--- config.mk ---
export PLATFORM = sky130hd
export DESIGN_NAME = nibport_top
export DESIGN_NICKNAME = d
export VERILOG_FILES = /design/src/rtl/nibport_pkg.sv /design/src/rtl/nibport_decode.sv /design/src/rtl/nibport_wr_asm.sv /design/src/rtl/nibport_rd_srv.sv /design/src/rtl/nibport_top.sv
export SDC_FILE = /design/constraint.sdc
export NUM_CORES = 1
export LEC_CHECK = 0
export BUFFER_PORTS_ARGS = -buffer_cell sky130_fd_sc_hd__buf_4
export CAP_MARGIN = 30
export CORE_MARGIN = 2
export CORE_UTILIZATION = 49
export CTS_CLUSTER_DIAMETER = 80
export DETAILED_ROUTE_END_ITERATION = 12
export PLACE_DENSITY = 0.78
export SYNTH_ARGS = -nofsm -noshare
export SYNTH_HDL_FRONTEND = slang
export SYNTH_SLANG_ARGS = --single-unit
export TNS_END_PERCENT = 50
--- constraint.sdc ---
create_clock -name clk -period 1.96 [get_ports clk]
set_clock_uncertainty 0.1 [all_clocks]
set_input_delay 0 -clock clk [delete_from_list [all_inputs] [get_ports clk]]
set_output_delay 0 -clock clk [all_outputs]
set_load 0.01 [all_outputs]
--- src/rtl/nibport_pkg.sv ---
// Shared definitions for the nibble-stream buffer port.
// Assumes the host byte carries a 3-bit prefix in bits 7:5, a half tag in
// bit 4 and a nibble or register offset in bits 3:0.
package nibport_pkg;

    typedef enum logic [2:0] {
        CMD_NONE,
        CMD_WR_LO,
        CMD_WR_HI,
        CMD_RD_LO,
        CMD_RD_HI
    } cmd_e;

    localparam logic [2:0] DATA_PREFIX   = 3'b000;
    localparam logic [2:0] READ_PREFIX   = 3'b110;
    localparam logic [3:0] BUFFER_OFFSET = 4'd14;

    // Map one host byte onto the command it represents.
    function automatic cmd_e classify(input logic [7:0] b);
        cmd_e c;
        c = CMD_NONE;
        if (b[7:5] == DATA_PREFIX)
            c = b[4] ? CMD_WR_HI : CMD_WR_LO;
        else if (b[7:5] == READ_PREFIX && b[3:0] == BUFFER_OFFSET)
            c = b[4] ? CMD_RD_HI : CMD_RD_LO;
        return c;
    endfunction

endpackage

--- src/rtl/nibport_decode.sv ---
// Turns a strobed host byte into a command and the nibble it carries.
// Assumes at most one host byte per cycle; purely combinational.
module nibport_decode
    import nibport_pkg::*;
(
    input  logic       strobe,
    input  logic [7:0] data,
    output cmd_e       cmd,
    output logic [3:0] nib
);

    // Classify only when the host byte is valid.
    always_comb begin
        cmd = strobe ? classify(data) : CMD_NONE;
        nib = data[3:0];
    end

endmodule

--- src/rtl/nibport_wr_asm.sv ---
// Pairs a low nibble with the following high nibble and writes the byte
// to the buffer at an address that advances per byte.
// Assumes clr (transmit start) takes priority over any command that cycle.
module nibport_wr_asm
    import nibport_pkg::*;
#(
    parameter int ADDR_W = 11
) (
    input  logic              clk,
    input  logic              rst_n,
    input  logic              clr,
    input  cmd_e              cmd,
    input  logic [3:0]        nib,
    output logic              buf_we,
    output logic [ADDR_W-1:0] buf_waddr,
    output logic [7:0]        buf_wdata
);

    logic              have_lo;
    logic [3:0]        lo_q;
    logic [ADDR_W-1:0] waddr_q;

    // A write happens only for a high nibble with a held low nibble.
    assign buf_we    = (cmd == CMD_WR_HI) && have_lo && !clr;
    assign buf_wdata = {nib, lo_q};
    assign buf_waddr = waddr_q;

    // Hold the low nibble, drop it once used, step the address per byte.
    always_ff @(posedge clk) begin
        if (!rst_n || clr) begin
            have_lo <= 1'b0;
            lo_q    <= '0;
            waddr_q <= '0;
        end else begin
            if (cmd == CMD_WR_LO) begin
                have_lo <= 1'b1;
                lo_q    <= nib;
            end else if (cmd == CMD_WR_HI) begin
                have_lo <= 1'b0;
            end
            if (buf_we)
                waddr_q <= waddr_q + 1'b1;
        end
    end

    // Each write steps the address once and consumes the held nibble.
    assert_write_step_R3: assert property (@(posedge clk) disable iff (!rst_n)
        buf_we |=> (waddr_q == $past(waddr_q) + 1'b1) && !have_lo);

    // An orphan high nibble leaves the write address alone.
    assert_orphan_drop_R4: assert property (@(posedge clk) disable iff (!rst_n)
        (cmd == CMD_WR_HI && !have_lo && !clr) |=> $stable(waddr_q));

    // Transmit start returns the write side to its origin.
    assert_wr_clear_R10: assert property (@(posedge clk) disable iff (!rst_n)
        clr |=> (waddr_q == '0) && !have_lo);

endmodule

--- src/rtl/nibport_rd_srv.sv ---
// Serves buffer bytes to the host one nibble per read command. A low-half
// command fetches the byte; a high-half command returns the upper nibble
// and advances the address. Repeats of the same half are ignored.
// Assumes the buffer returns data one cycle after buf_re.
module nibport_rd_srv
    import nibport_pkg::*;
#(
    parameter int ADDR_W = 11
) (
    input  logic              clk,
    input  logic              rst_n,
    input  logic              clr,
    input  cmd_e              cmd,
    output logic              buf_re,
    output logic [ADDR_W-1:0] buf_raddr,
    input  logic [7:0]        buf_rdata,
    output logic [3:0]        nib_out
);

    logic              last_hi;
    logic              fill_pend;
    logic [7:0]        byte_q;
    logic [3:0]        nib_q;
    logic [ADDR_W-1:0] raddr_q;
    logic              lo_new;
    logic              hi_new;

    // A command counts only when it switches half.
    assign lo_new    = (cmd == CMD_RD_LO) && last_hi && !clr;
    assign hi_new    = (cmd == CMD_RD_HI) && !last_hi && !clr;
    assign buf_re    = lo_new;
    assign buf_raddr = raddr_q;
    assign nib_out   = nib_q;

    // Capture the fetched byte, then serve halves and step the address.
    always_ff @(posedge clk) begin
        if (!rst_n || clr) begin
            last_hi   <= 1'b1;
            fill_pend <= 1'b0;
            byte_q    <= '0;
            nib_q     <= '0;
            raddr_q   <= '0;
        end else begin
            fill_pend <= lo_new;
            if (fill_pend) begin
                byte_q <= buf_rdata;
                nib_q  <= buf_rdata[3:0];
            end
            if (lo_new)
                last_hi <= 1'b0;
            if (hi_new) begin
                last_hi <= 1'b1;
                nib_q   <= fill_pend ? buf_rdata[7:4] : byte_q[7:4];
                raddr_q <= raddr_q + 1'b1;
            end
        end
    end

    // A high-half read moves the read address by exactly one.
    assert_read_step_R8: assert property (@(posedge clk) disable iff (!rst_n)
        hi_new |=> raddr_q == $past(raddr_q) + 1'b1);

    // A repeated high-half read changes nothing the host can see.
    assert_repeat_hi_R9: assert property (@(posedge clk) disable iff (!rst_n)
        (cmd == CMD_RD_HI && last_hi && !clr && !fill_pend)
            |=> $stable(nib_q) && $stable(raddr_q));

    // A repeated low-half read changes nothing the host can see.
    assert_repeat_lo_R9: assert property (@(posedge clk) disable iff (!rst_n)
        (cmd == CMD_RD_LO && !last_hi && !clr && !fill_pend)
            |=> $stable(nib_q) && $stable(raddr_q));

    // Transmit start returns the read side to its origin.
    assert_rd_clear_R10: assert property (@(posedge clk) disable iff (!rst_n)
        clr |=> (raddr_q == '0) && (nib_q == '0));

endmodule

--- src/rtl/nibport_top.sv ---
// Nibble-stream packet buffer port: decodes host bytes, assembles written
// nibbles into buffer bytes and serves buffer bytes back as nibbles on
// status lines 6..3.
// Assumes the buffer is a simple synchronous dual-port memory.
module nibport_top
    import nibport_pkg::*;
#(
    parameter int ADDR_W = 11
) (
    input  logic              clk,
    input  logic              rst_n,
    input  logic              xmit_start,
    input  logic              host_strobe,
    input  logic [7:0]        host_data,
    output logic [7:0]        host_status,
    output logic              buf_we,
    output logic [ADDR_W-1:0] buf_waddr,
    output logic [7:0]        buf_wdata,
    output logic              buf_re,
    output logic [ADDR_W-1:0] buf_raddr,
    input  logic [7:0]        buf_rdata
);

    localparam int STATUS_LSB = 3;

    cmd_e       cmd;
    logic [3:0] nib;
    logic [3:0] rd_nib;

    nibport_decode i_decode (
        .strobe (host_strobe),
        .data   (host_data),
        .cmd    (cmd),
        .nib    (nib)
    );

    nibport_wr_asm #(.ADDR_W(ADDR_W)) i_wr_asm (
        .clk       (clk),
        .rst_n     (rst_n),
        .clr       (xmit_start),
        .cmd       (cmd),
        .nib       (nib),
        .buf_we    (buf_we),
        .buf_waddr (buf_waddr),
        .buf_wdata (buf_wdata)
    );

    nibport_rd_srv #(.ADDR_W(ADDR_W)) i_rd_srv (
        .clk       (clk),
        .rst_n     (rst_n),
        .clr       (xmit_start),
        .cmd       (cmd),
        .buf_re    (buf_re),
        .buf_raddr (buf_raddr),
        .buf_rdata (buf_rdata),
        .nib_out   (rd_nib)
    );

    // Place the served nibble on status lines 6..3, all else low.
    always_comb begin
        host_status = '0;
        host_status[STATUS_LSB +: 4] = rd_nib;
    end

    // The write and read paths are never active in the same cycle.
    assert_path_exclusive_R6: assert property (@(posedge clk) disable iff (!rst_n)
        !(buf_we && buf_re));

endmodule

==> run metrics <==
die area=a little over 0.004 mm2; clock share of power=a little under a third; clock tree sinks=37; PortBufs=55; ant diodes=0; Final setup violation count=0; Remaining Overflow, GRT=0; die width=63.8 um; Worst R2R End=i_rd_srv.buf_raddr[8]; CP top delay family=simple AND/OR/NAND/NOR gates; hold depth=5; run status=finished clean; hold path endpoint=i_wr_asm.buf_waddr[1]; cell count after placement=between 200 and 300; Sequential Power Share=between 60% and 70%; gr usage total=roughly a fifth; Vias/cell=5.18; Yosys reg bits=37; Total Nets Final=between 200 and 300; Clk pin slew, worst setup/hold paths=0.11 ns; Leak=between 0.9 and 1 nW; Worst R2R Setup Slack=~0.06 ns; P_int=around 0.00095 W; Cell Count, Final, Fillers Out=approximately 310; CP bufs+invs=3; post-route antenna net violation count=0; htree depth=2; Hold Startpoint=host_data[6]; period utilisation layout=a little over nine tenths; Comb power frac=about 8.6%; Critical Path Start Type=input pin; Synth area leader=dfxtp_1; initial core utilization=51.6%; DR pass1 iterations=4; Vert. Die Dim=63.8 um; synth unique cells=40; Synth Area per Inst=approximately 9 um2; initial antenna violation count=0; drt drc=0; CTS tree=done; Seq/Total Area, Yosys=around 42%; area delta synth->final=38.0%; max_cap viols=0; WL per Instance=roughly 12 um; P_sw=between 0.0002 and 0.0003 W; ratio of cells with drive above 1 in the final layout=about a third; worst path required time=roughly 2.2 ns; first-pass GRT wire length=about 6.3 mm; # IOs=60; commonest non-fill, non-tap cell in the layout=buf_4; max incr delay on CP=roughly 0.54 ns; CP Max Fanout=26; Post-Place Setup Slack=just over 0.07 ns; Fmax=517 MHz; Crit Path Class=input pin to flop; ranking of synthesized cells by area=dfxtp_1, mux2i_1, a21oi_1; Max Root-Sink Buffers=2; Yosys warnings=0; RR Startpoint=i_rd_srv.last_hi; FP Rows=21; Post-Syn Area=0.00175 mm2; switching portion of total power=24.0%; total negative slack=0 ns; data arrival time of the critical path=around 2.1 ns; Final HPWL DP=around 2.4 mm; vias post-DR=1622; Fill cells=around 270; vias in the first global route=approximately 1400; final hold violations=0; Slowest-stage cell, CP=or4_4; peak supply drop=297 uV; Post-Synthesis Cells=a little under 200; Cell Pwr Density=about 520 mW/mm2; Clock Latency Late Sink=0.34 ns; R2R depth=5; core area=0.00339 mm2; Final min period=just under 2 ns; fin worst setup slack=~0.027 ns; Synth top area share=42.3%; pin count of the biggest net entering global routing=37; total count of max-transition violations in the final report=0; asr flop ratio synth=0%; number of synthesized flops with an enable pin=0; kind of end point of the critical path=flop; most frequent cells in the layout=buf_4, dfxtp_1, nor2_1; clock root buffer=clkbuf_4; WL final=approximately 3.7 mm; RSZ-0062 raised after global routing=yes; Final GP Congestion=0.759; Num CTS Buffers=5; initial detailed-routing violation count=74; most used flip-flop cell after synthesis=dfxtp_1; Hold Crit Class=input pin to flop; CP cell instances=dlygate4sd3_1 -> buf_4 -> nand4b_4 -> or4_4 -> buf_12 -> or4_1 -> a21oi_1
-- registers in the layout, indices dropped and copies added, names as in the netlist --
name	cells
i_rd_srv.buf_raddr	11
i_wr_asm.buf_waddr	11
i_rd_srv.byte_q	4
i_rd_srv.nib_out	4
i_wr_asm.lo_q	4
i_rd_srv.fill_pend	1
i_rd_srv.last_hi	1
i_wr_asm.have_lo	1
-- worst reg2reg max path: cells and delay by family (launching register included) --
family | cells | cell delay (ns)
AND/OR/NAND/NOR | 3 | 1.11
flip-flops | 1 | 0.33
AO/OA/AOI/OAI | 1 | 0.14
buffers and inverters | 1 | 0.17
-- power groups by stage --
stage,Combinational (W),Clock (W),Sequential [W]
2_1_floorplan,0.0000404,0,0.000770
3_3_place_gp,0.0000807,0,0.000770
3_5_place_dp,0.0000813,0,0.000770
4_1_cts,0.000107,0.000400,0.000753
5_1_grt,0.000116,0.000443,0.000753
6_report,0.000108,0.000389,0.000753
-- cell families (layout without fill, tap and decap cells) --
group / Yosys count / after routing / synth area share, %
AND/OR/NAND/NOR: 82 / 82 / 27.4
multiplexers: 13 / 13 / 7.72
adder cells (fa/ha/maj): 2 / 2 / 1.43
AO/OA/AOI/OAI: 35 / 35 / 11.7
XOR/XNOR: 6 / 6 / 3.00
other: 1 / 4 / 0.214
buffers and inverters: 19 / 88 / 6.29
flip-flops: 37 / 37 / 42.3
-- metal layers --
metal / GRT usage, % / part of all wire, % / wire length [um]
met1: 24.4 / 45 / 1660
met2: 31.2 / 48 / 1780
met3: 5.11 / 5.7 / 210
met4: 7.34 / 1.5 / 57
met5: 0 / 0 / 0
-- per-stage QoR --
stage	hold slack [ns]	area, um2	power, W	util [%]
floorplan	-0.0525	1760	0.000810	-
global placement	0.0957	2160	0.000850	63.8
detailed placement	0.0972	2160	0.000851	63.8
CTS	0.0176	2390	0.00126	70.7
global route	0.0438	2410	0.00131	71.2
finish	0.0369	2410	0.00125	71.2
-- timing repair --
action / CTS / global route
hold buffers: 18 / 0
setup buffers: 0 / 0
endpoints found under the hold margin: 17 / 0
resized for setup: 0 / 5
setup endpoints to repair: 0 / 5
-- Yosys cell counts, types with 4 or more instances --
cell type,count
or4_1,4
mux2i_1,9
buf_4,8
nand4_1,8
o21ai_0,9
or3_1,6
dfxtp_1,37
or2_2,4
or3_2,4
mux2_2,4
clkbuf_1,6
a21oi_1,17
nand2_1,12
nor2_1,19
xnor2_1,4
nand3_1,5
-- area by class of cell --
cell class,instances,area [um2],share of cell area (%)
Clock buffer,6,41.3,1.71
Clock inverter,2,10.0,0.415
Inverter,3,11.3,0.466
Multi-Input combinational cell,142,918,38.0
Sequential cell,37,741,30.7
Tap cell,46,57.6,2.38
Timing Repair Buffer,77,636,26.3
-- worst max-delay path by stage --
stage / end / slack, ns / from / cells after the start
6_report: i_rd_srv.buf_raddr[8] / 0.03 / host_data[3] / 7
5_1_grt: i_rd_srv.buf_raddr[8] / -0.01 / host_data[3] / 7
4_1_cts: i_rd_srv.buf_raddr[8] / 0.03 / host_data[3] / 7
3_5_place_dp: i_rd_srv.buf_raddr[8] / 0.07 / i_rd_srv.last_hi / 5
3_3_place_gp: i_rd_srv.buf_raddr[8] / 0.09 / i_rd_srv.last_hi / 5
2_1_floorplan: i_rd_srv.buf_raddr[8] / 0.19 / i_rd_srv.last_hi / 5
Power figures use the tool's default switching activity.
